[src/rtl/uart_rf_pkg.sv]
package uart_rf_pkg;

  // register select, from bus_addr[3:2]
  typedef enum logic [1:0] {
    RG_CTRL = 2'd0,
    RG_RXD  = 2'd1,
    RG_TXD  = 2'd2,
    RG_STAT = 2'd3
  } reg_sel_e;

  localparam int unsigned DATA_W = 8;
  localparam int unsigned LVL_W  = 6;

  // control bit positions
  localparam int unsigned CB_WLEN   = 0;
  localparam int unsigned CB_STOP   = 2;
  localparam int unsigned CB_PAR    = 4;
  localparam int unsigned CB_FLOW   = 12;
  localparam int unsigned CB_LVLTX  = 14;
  localparam int unsigned CB_EN     = 15;
  localparam int unsigned CB_RXDMA  = 16;
  localparam int unsigned CB_TXDMA  = 17;
  localparam int unsigned CB_RXIE   = 18;
  localparam int unsigned CB_TXIE   = 19;
  localparam int unsigned CB_LOOP   = 20;
  localparam logic [31:0] CTRL_MASK = 32'h001F_D077;

  // status bit positions
  localparam int unsigned SB_RXP   = 0;
  localparam int unsigned SB_TXP   = 1;
  localparam int unsigned SB_OVR   = 2;
  localparam int unsigned SB_TXERR = 3;
  localparam int unsigned SB_RXERR = 4;
  localparam int unsigned SB_RXE   = 5;
  localparam int unsigned SB_TXF   = 6;
  localparam int unsigned SB_CTS   = 7;
  localparam int unsigned SB_RTS   = 8;
  localparam int unsigned SB_TXE   = 10;
  localparam int unsigned SB_LVL   = 11;
  localparam int unsigned SB_BUSY  = 17;
  localparam int unsigned N_W1C    = 5;

endpackage

[src/rtl/uart_rf_fifo.sv]
module uart_rf_fifo #(
  parameter int unsigned WIDTH = 8,
  parameter int unsigned DEPTH = 16,
  localparam int unsigned PW = (DEPTH > 1) ? $clog2(DEPTH) : 1,
  localparam int unsigned CW = $clog2(DEPTH + 1)
) (
  input  logic             clk,
  input  logic             rst_n,
  input  logic             push,
  input  logic [WIDTH-1:0] wdata,
  input  logic             pop,
  output logic [WIDTH-1:0] rdata,
  output logic [CW-1:0]    count,
  output logic             full,
  output logic             empty
);

  logic [WIDTH-1:0] mem [DEPTH];
  logic [PW-1:0]    wr_ptr, rd_ptr, wr_nxt, rd_nxt;
  logic             do_push, do_pop;

  assign full    = (count == CW'(DEPTH));
  assign empty   = (count == '0);
  assign do_push = push && !full;
  assign do_pop  = pop && !empty;
  assign rdata   = mem[rd_ptr];

  // pointer wrap: free for power-of-two depths, compared otherwise
  generate
    if ((DEPTH & (DEPTH - 1)) == 0) begin : g_pow2
      assign wr_nxt = wr_ptr + 1'b1;
      assign rd_nxt = rd_ptr + 1'b1;
    end else begin : g_any
      assign wr_nxt = (wr_ptr == PW'(DEPTH - 1)) ? '0 : wr_ptr + 1'b1;
      assign rd_nxt = (rd_ptr == PW'(DEPTH - 1)) ? '0 : rd_ptr + 1'b1;
    end
  endgenerate

  always_ff @(posedge clk) begin
    if (do_push) mem[wr_ptr] <= wdata;
  end

  always_ff @(posedge clk or negedge rst_n) begin
    if (!rst_n) begin
      wr_ptr <= '0;
      rd_ptr <= '0;
      count  <= '0;
    end else begin
      if (do_push) wr_ptr <= wr_nxt;
      if (do_pop)  rd_ptr <= rd_nxt;
      case ({do_push, do_pop})
        2'b10:   count <= count + 1'b1;
        2'b01:   count <= count - 1'b1;
        default: count <= count;
      endcase
    end
  end

endmodule

[src/rtl/uart_rf_events.sv]
module uart_rf_events (
  input  logic       clk,
  input  logic       rst_n,
  input  logic [4:0] clr,
  input  logic       rx_cond,
  input  logic       tx_cond,
  input  logic       ovr_set,
  input  logic       txerr_set,
  input  logic       head_err,
  input  logic       rx_empty,
  input  logic       rx_pop,
  input  logic       rx_ie,
  input  logic       tx_ie,
  output logic       rx_pend,
  output logic       tx_pend,
  output logic       ovr,
  output logic       txerr,
  output logic       rxerr,
  output logic       irq
);

  logic [1:0] pend_q, pend_cond;
  logic [1:0] err_q, err_set;
  logic       err_ack_q;

  assign pend_cond = {tx_cond, rx_cond};
  assign err_set   = {txerr_set, ovr_set};

  // pending flags: a clear write wins for one cycle, then the condition re-arms
  for (genvar i = 0; i < 2; i++) begin : g_pend
    always_ff @(posedge clk or negedge rst_n) begin
      if (!rst_n)      pend_q[i] <= 1'b0;
      else if (clr[i]) pend_q[i] <= 1'b0;
      else             pend_q[i] <= pend_q[i] | pend_cond[i];
    end
  end

  // error stickies: a new event in the clearing cycle still lands
  for (genvar i = 0; i < 2; i++) begin : g_err
    always_ff @(posedge clk or negedge rst_n) begin
      if (!rst_n) err_q[i] <= 1'b0;
      else        err_q[i] <= (err_q[i] & ~clr[2 + i]) | err_set[i];
    end
  end

  // head error acknowledge: held until the head byte leaves
  always_ff @(posedge clk or negedge rst_n) begin
    if (!rst_n)      err_ack_q <= 1'b0;
    else if (rx_pop) err_ack_q <= 1'b0;
    else if (clr[4]) err_ack_q <= 1'b1;
  end

  assign rx_pend = pend_q[0];
  assign tx_pend = pend_q[1];
  assign ovr     = err_q[0];
  assign txerr   = err_q[1];
  assign rxerr   = head_err && !rx_empty && !err_ack_q;
  assign irq     = (pend_q[0] && rx_ie) || (pend_q[1] && tx_ie);

endmodule

[src/rtl/uart_regfront.sv]
module uart_regfront
  import uart_rf_pkg::*;
#(
  parameter int unsigned TX_DEPTH = 16,
  parameter int unsigned RX_DEPTH = 16
) (
  input  logic        clk,
  input  logic        rst_n,
  input  logic        bus_en,
  input  logic        bus_we,
  input  logic [3:0]  bus_addr,
  input  logic [31:0] bus_wdata,
  output logic [31:0] bus_rdata,
  output logic        tx_valid,
  input  logic        tx_ready,
  output logic [7:0]  tx_data,
  input  logic        rx_valid,
  output logic        rx_ready,
  input  logic [7:0]  rx_data,
  input  logic        rx_err,
  input  logic        line_cts,
  input  logic        line_rts,
  input  logic        engine_busy,
  output logic [1:0]  cfg_word_len,
  output logic        cfg_two_stop,
  output logic [2:0]  cfg_parity,
  output logic        cfg_flow,
  output logic        cfg_loopback,
  output logic        cfg_enable,
  output logic        dma_rx_en,
  output logic        dma_tx_en,
  output logic        irq
);

  localparam int unsigned TX_CW = $clog2(TX_DEPTH + 1);
  localparam int unsigned RX_CW = $clog2(RX_DEPTH + 1);
  localparam int unsigned TX_HALF = TX_DEPTH / 2;

  logic [31:0]       ctrl_q;
  reg_sel_e          sel;
  logic              wr_stb, rd_stb;
  logic              tx_push, tx_pop, tx_full, tx_empty;
  logic [TX_CW-1:0]  tx_cnt;
  logic              rx_push, rx_pop, rx_full, rx_empty;
  logic [RX_CW-1:0]  rx_cnt;
  logic [DATA_W:0]   rx_head;
  logic              st_rxp, st_txp, st_ovr, st_txerr, st_rxerr;
  logic [N_W1C-1:0]  w1c;
  logic [LVL_W-1:0]  lvl;
  logic [31:0]       stat;
  logic              unused_addr;

  assign unused_addr = ^bus_addr[1:0];
  assign sel    = reg_sel_e'(bus_addr[3:2]);
  assign wr_stb = bus_en && bus_we;
  assign rd_stb = bus_en && !bus_we;

  // control register
  always_ff @(posedge clk or negedge rst_n) begin
    if (!rst_n)                        ctrl_q <= '0;
    else if (wr_stb && sel == RG_CTRL) ctrl_q <= bus_wdata & CTRL_MASK;
  end

  assign cfg_word_len = ctrl_q[CB_WLEN +: 2];
  assign cfg_two_stop = ctrl_q[CB_STOP];
  assign cfg_parity   = ctrl_q[CB_PAR +: 3];
  assign cfg_flow     = ctrl_q[CB_FLOW];
  assign cfg_enable   = ctrl_q[CB_EN];
  assign dma_rx_en    = ctrl_q[CB_RXDMA];
  assign dma_tx_en    = ctrl_q[CB_TXDMA];
  assign cfg_loopback = ctrl_q[CB_LOOP];

  // transmit path
  assign tx_push  = wr_stb && sel == RG_TXD;
  assign tx_valid = cfg_enable && !tx_empty;
  assign tx_pop   = tx_valid && tx_ready;

  uart_rf_fifo #(.WIDTH(DATA_W), .DEPTH(TX_DEPTH)) u_txq (
    .clk   (clk),
    .rst_n (rst_n),
    .push  (tx_push),
    .wdata (bus_wdata[DATA_W-1:0]),
    .pop   (tx_pop),
    .rdata (tx_data),
    .count (tx_cnt),
    .full  (tx_full),
    .empty (tx_empty)
  );

  // receive path: never back-pressures while enabled
  assign rx_ready = cfg_enable;
  assign rx_push  = rx_valid && rx_ready;
  assign rx_pop   = rd_stb && sel == RG_RXD && !rx_empty;

  uart_rf_fifo #(.WIDTH(DATA_W + 1), .DEPTH(RX_DEPTH)) u_rxq (
    .clk   (clk),
    .rst_n (rst_n),
    .push  (rx_push),
    .wdata ({rx_err, rx_data}),
    .pop   (rx_pop),
    .rdata (rx_head),
    .count (rx_cnt),
    .full  (rx_full),
    .empty (rx_empty)
  );

  // sticky events and interrupt
  assign w1c = (wr_stb && sel == RG_STAT) ? bus_wdata[N_W1C-1:0] : '0;

  uart_rf_events u_evt (
    .clk       (clk),
    .rst_n     (rst_n),
    .clr       (w1c),
    .rx_cond   (!rx_empty),
    .tx_cond   (tx_cnt <= TX_CW'(TX_HALF)),
    .ovr_set   (rx_push && rx_full),
    .txerr_set (tx_push && tx_full),
    .head_err  (rx_head[DATA_W]),
    .rx_empty  (rx_empty),
    .rx_pop    (rx_pop),
    .rx_ie     (ctrl_q[CB_RXIE]),
    .tx_ie     (ctrl_q[CB_TXIE]),
    .rx_pend   (st_rxp),
    .tx_pend   (st_txp),
    .ovr       (st_ovr),
    .txerr     (st_txerr),
    .rxerr     (st_rxerr),
    .irq       (irq)
  );

  // status word
  assign lvl = ctrl_q[CB_LVLTX] ? LVL_W'(tx_cnt) : LVL_W'(rx_cnt);

  always_comb begin
    stat               = '0;
    stat[SB_RXP]       = st_rxp;
    stat[SB_TXP]       = st_txp;
    stat[SB_OVR]       = st_ovr;
    stat[SB_TXERR]     = st_txerr;
    stat[SB_RXERR]     = st_rxerr;
    stat[SB_RXE]       = rx_empty;
    stat[SB_TXF]       = tx_full;
    stat[SB_CTS]       = line_cts;
    stat[SB_RTS]       = line_rts;
    stat[SB_TXE]       = tx_empty;
    stat[SB_LVL +: LVL_W] = lvl;
    stat[SB_BUSY]      = engine_busy;
  end

  // read mux
  always_comb begin
    bus_rdata = '0;
    if (rd_stb) begin
      case (sel)
        RG_CTRL: bus_rdata = ctrl_q;
        RG_RXD:  bus_rdata = rx_empty ? '0 : {24'd0, rx_head[DATA_W-1:0]};
        RG_STAT: bus_rdata = stat;
        default: bus_rdata = '0;
      endcase
    end
  end

endmodule

[config.mk]
export PLATFORM = sky130hd
export DESIGN_NAME = uart_regfront
export DESIGN_NICKNAME = d
export VERILOG_FILES = /design/src/rtl/uart_rf_pkg.sv /design/src/rtl/uart_rf_fifo.sv /design/src/rtl/uart_rf_events.sv /design/src/rtl/uart_regfront.sv
export SDC_FILE = /design/constraint.sdc
export NUM_CORES = 1
export LEC_CHECK = 0
export ABC_AREA = 1
export BUFFER_PORTS_ARGS = -buffer_cell sky130_fd_sc_hd__buf_2
export CORE_ASPECT_RATIO = 0.9
export CORE_MARGIN = 4
export CORE_UTILIZATION = 40
export DETAILED_ROUTE_END_ITERATION = 16
export GPL_TIMING_DRIVEN = 0
export PLACE_DENSITY = 0.58
export REMOVE_ABC_BUFFERS = 1
export SETUP_SLACK_MARGIN = 0.15
export SYNTH_ARGS = -nofsm -noshare
export SYNTH_HDL_FRONTEND = slang
export SYNTH_SLANG_ARGS = --single-unit
[constraint.sdc]
create_clock -name clk -period 4.9 [get_ports clk]
set_input_delay 0.735 -clock clk [delete_from_list [all_inputs] [get_ports clk]]
set_output_delay 0.735 -clock clk [all_outputs]
set_load 0.02 [all_outputs]
**Word level (Yosys, flattened, before mapping)**

Memories as Yosys holds them, arrays and structs flattened.
Cells that the tools add are included.

- Flip-flop bits (word level): 45
- RAM bits: 272
- Input bits: 54
- Output and inout port bits: 54
- Word-level logic and storage cells: 88
- Memories kept: 2

Memories:

| name | depth | width | rd ports | clocked after memory_dff | write ports | RTL line | RTL |
|---|---|---|---|---|---|---|---|
| u_rxq.mem | 16 | 9 | 1 | 0 | 1 | uart_rf_fifo.sv:18 | `logic [WIDTH-1:0] mem [DEPTH];` |
| u_txq.mem | 16 | 8 | 1 | 0 | 1 | uart_rf_fifo.sv:18 |  |

- Add/subtract/negate cells: 8
- $lt $le $gt $ge: 1
- Equality and inequality tests: 9
- Multiplexer cells: 15
- Bitwise logic cells: 8
- Reductions and logical operators: 33

Operators by type and width:

| operator | number |
|---|---|
| $pmux W21 S3 | 1 |
| $mux W32 | 1 |
| $logic_and A1 B1 Y1 | 20 |
| $pmux W5 S2 | 2 |
| $add A4 B1 Y4 const B | 4 |
| $add A5 B1 Y5 const B | 2 |
| $eq A5 B5 Y1 const B | 2 |
| $logic_not A5 Y1 | 2 |
| $mux W5 | 2 |
| $sub A5 B1 Y5 const B | 2 |
| $eq A2 B2 Y1 const B | 4 |
| $mux W1 | 8 |
| $mux W8 | 1 |
| $eq A2 B1 Y1 const B | 3 |
| $logic_not A1 Y1 | 6 |
| $reduce_bool A2 Y1 | 3 |
| $le A5 B4 Y1 const B | 1 |
| $or A1 B1 Y1 | 4 |
| $and A1 B1 Y1 | 2 |
| $logic_not A2 Y1 | 1 |
| $not A1 Y1 | 2 |
| $logic_or A1 B1 Y1 | 1 |

**Longest topological paths before layout**

- Word-level depth: 7
- Depth in mapped cells: 17
- Gate-level depth less buffers: 17

**Hierarchy**

A second synthesis with hierarchy kept.

- Cells, all modules: 1533
- Area, all modules: 14609.0 um2

Modules (own cells, without submodules):

| module | times used | cells an instance | area an instance (um2) |
|---|---|---|---|
| uart_rf_fifo at u_rxq | 1 | 682 | 6911.6 |
| uart_rf_fifo at u_txq | 1 | 621 | 6231.0 |
| uart_regfront | 1 | 205 | 1266.2 |
| uart_rf_events | 1 | 25 | 200.2 |

**Worst setup path after synthesis**

No wires, ideal clock.

- Kind: input to output
- From: input bus_en
- To: output bus_rdata[12]
- Arrival: 1833 ps
- Data required time: 4165 ps
- Setup slack: 2332 ps
- Cell stages on the path: 6
- Path buffers: 0
- Path through: inv_1 -> nor2_1 -> inv_1 -> nor2_1 -> inv_1 -> o21ai_0

- Longest elaborated chain between the ends: 2

RTL lines:

| item | RTL line | RTL |
|---|---|---|
| start, declared | uart_regfront.sv:9 | `input logic bus_en,` |
| $logic_and A1 B1 Y1 | uart_regfront.sv:56 | `assign rd_stb = bus_en && !bus_we;` |
| $mux W32 | uart_regfront.sv:153 | `if (rd_stb) begin` |
| end, declared | uart_regfront.sv:13 | `output logic [31:0] bus_rdata,` |

No other way between the ends.

**Worst setup path after layout**

- From: register u_txq.rd_ptr[1]
- To: output tx_data[3]

- Longest elaborated chain between the ends: 1

RTL lines:

| item | RTL line | RTL |
|---|---|---|
| start, declared | uart_rf_fifo.sv:19 | `logic [PW-1:0] wr_ptr, rd_ptr, wr_nxt, rd_nxt;` |
| start signal, assigned | uart_rf_fifo.sv:50 | `if (do_pop) rd_ptr <= rd_nxt;` |
| $mem_v2 Z16 W8 | n/a |  |
| end, declared | uart_regfront.sv:16 | `output logic [7:0] tx_data,` |

No other way between the ends.

==> impl_metrics.tcl <==
set metrics [dict create \
    outcome "complete, no violations" \
    fp.dieArea_sq_um 36900 \
    multiInputGateArea_sq_um 3610 \
    total_power_w 0.00838 \
    synth_area_leader_cell "edfxtp_1" \
    p_leak_nw 5.64 \
    worstPathArrival_ns 3.60 \
    synth-async-reset-ratio 0.142 \
    fillerInstances 3055 \
    synth_edf_count 272 \
    synth_area_leaders "edfxtp_1 60%, dfrtp_1 8.3%, nor2_1 6.5%" \
    nets 1313 \
    cts_tree "done" \
    critPathKind "flip-flop to primary output" \
    whs_ns 0.432 \
    cts_buffers 34 \
    synth_cells 1187 \
    powerDensity_nw_per_um2 551 \
    clockBufferDepth 3 \
    worstSkewPairLatency_ns 0.51 \
    maxSlewHeadroom 0.165 \
    max_freq_ghz 0.230 \
    grtUsageTotal 0.173 \
    io_buffers 77 \
    drv_slew 0 \
    post_cts.repair.setup_buffers 0 \
    internal_power_w 0.00526 \
    synth_area_sq_um 13600 \
    dominantRegCellSynth "edfxtp_1" \
    core_sq_um 33200 \
    worst-slew-pin-transition_ns 1.25 \
    start_util 0.409 \
    synthTopCellsByCount "272 x edfxtp_1, 235 x nor2_1, 143 x o21ai_0, 132 x nand2_1, 68 x inv_1" \
    drive_above_1_share 0.119 \
    syn_area_per_cell_sq_um 11.4 \
    dp_hpwl_um 20000 \
    drtIter0Drc 731 \
    vias_per_cell 5.20 \
    drt-total-wl_um 32700 \
    setup_viol 0 \
    rsz0062_at_grt "false" \
    die_w_um 202 \
    num_antenna_cells 0 \
    ys_warn_count 0 \
    worstPathRequired_ns 4.16 \
    grt_overflow 0 \
    dpl.cell_count 1658 \
    grt_first_pass_wirelength_um 50200 \
    finalCritPeriodShare 0.886 \
    power_frac_seq 0.429 \
    hp-class "primary input to asynchronous set/reset pin" \
    synth-seq-cells 317 \
    die_h_um 183 \
    p_clk_frac 0.281 \
    num_vias 8937 \
    critPathLaunchType "flip-flop" \
    drcViolationCount 0 \
    fin_cells 1719 \
    drv_cap 0 \
    sw_frac_of_total 0.372 \
    path_clk_slew_ns 0.06 \
    ys_seq_area_frac 0.685 \
    endpoint_kind "primary output" \
    synth_top_area_share 0.602 \
    firstDrtPassIters 5 \
    gp_congestion 0.841 \
    synth_cell_types 39 \
    wl_per_cell_um 19.0 \
    place_area_sq_um 14200 \
    hold_violations 0 \
    grt_pass1_vias 8437 \
    clockRootBuffer "clkbuf_16" \
    crit_fanout 35 \
    grt_max_degree 81 \
    fin_setup_tns_ns 0 \
    fin_crit_ns 4.34 \
    area_growth_pct 11.9 \
    power_switching_w 0.00312 \
    r2r_cells 15 \
    yosysMostFrequentCell "edfxtp_1" \
    postRouteAntennaNets 0 \
    finalInstanceArea_sq_um 15200 \
    irDropWorstVdd_mv 0.380 \
    htree_num_levels 2 \
    comb_power_share 0.291 \
    ios 108 \
    cts.sink_count 317 \
    cts_resized 0 \
    cts_hold_buf 0 \
    placementRows 63 \
    seq_area_sq_um 9300 \
    antenna_found_initial 1 \
    skew_ns 0.0111 \
]
-- path summary, 6_finish.rpt --
path	from	to	slack [ns]
worst max-delay path	u_txq.rd_ptr[1]$_DFFE_PN0P_	tx_data[3]	0.56
worst min-delay path	rst_n	u_txq.count[4]$_DFFE_PN0P_	0.43
worst max register to register	u_rxq.count[1]$_DFFE_PN0P_	u_rxq.count[4]$_DFFE_PN0P_	2.21
worst min register to register	u_evt.txerr$_DFF_PN0_	u_evt.txerr$_DFF_PN0_	0.49
max in group asynchronous	rst_n	u_rxq.rd_ptr[0]$_DFFE_PN0P_	3.66
min in group clk	bus_wdata[12]	ctrl_q[12]$_DFFE_PN0P_	0.45
-- worst max-delay path: stages (launching register included) --
cell and delay, ns:
dfrtp_1 0.86, inv_1 1.07, o21ai_0 0.25, o22ai_1 0.34, o21ai_0 0.13, o22ai_1 0.20, buf_2 0.21
-- registers in the layout, indices dropped and copies added, names as in the netlist, 4 cells and up --
name          count
u_rxq.mem       144
u_txq.rd_ptr      4
u_rxq.wr_ptr      4
u_txq.count       5
u_txq.wr_ptr      4
u_txq.mem       128
u_rxq.count       5
u_rxq.rd_ptr      4
ctrl_q           14
-- layout make-up --
class | count | area share
Timing Repair Buffer | 79 | 0.0280
Multi-Input combinational cell | 735 | 0.237
Clock buffer | 46 | 0.0610
Sequential cell | 317 | 0.612
Inverter | 72 | 0.0180
Tap cell | 455 | 0.0375
Clock inverter | 15 | 0.00585
-- cells in the final DEF, fill, tap and decap left out, types with 2 or more instances in the layout --
master     instances
edfxtp_1         272
nor2_1           235
o21ai_0          143
nand2_1          132
buf_2             77
inv_1             67
nand3_1           60
o22ai_1           44
dfrtp_1           42
clkbuf_16         34
a21oi_1           19
ha_1              18
o21ai_1           16
xor2_1            14
conb_1            12
o211ai_1           9
clkbuf_1           9
mux2_2             8
clkinv_2           8
nand4_1            5
inv_2              4
clkinv_1           4
a22oi_1            3
a21oi_2            3
clkbuf_8           3
nor3_1             2
xnor2_1            2
fa_1               2
inv_6              2
buf_12             2
dfrtp_2            2
-- per-stage QoR --
stage          utilization  setup slack, ns
2_1_floorplan            -             1.36
3_3_place_gp         0.426           -0.529
3_5_place_dp         0.427             1.08
4_1_cts              0.458            0.550
5_1_grt              0.458            0.323
6_report             0.458            0.561
-- layer usage --
metal,track usage,part of all wire,vias up
met5,0,0,-
met3,0.0302,0.066,56
met1,0.261,0.47,4354
li1,-,-,4231
met2,0.259,0.44,296
met4,0.0527,0.025,0
-- power by group through the flow --
stage	Clock (W)	Sequential, W	Combinational (W)
after floorplan	0	0.00351	0.00156
after global routing	0.00250	0.00364	0.00273
after detailed placement	0	0.00364	0.00243
final	0.00235	0.00359	0.00243
after CTS	0.00239	0.00359	0.00244
after global placement	0	0.00367	0.00234
-- logic make-up after synthesis --
logic type | count (synthesis) | synth area share
XOR/XNOR | 16 | 0.0103
AND/OR/NAND/NOR | 437 | 0.128
adder cells (fa/ha/maj) | 20 | 0.0195
AO/OA/AOI/OAI | 242 | 0.0978
buffers and inverters | 146 | 0.0525
other | 1 | 0.000276
flip-flops | 317 | 0.685
multiplexers | 8 | 0.00664
(Power assumes the default switching activity.)
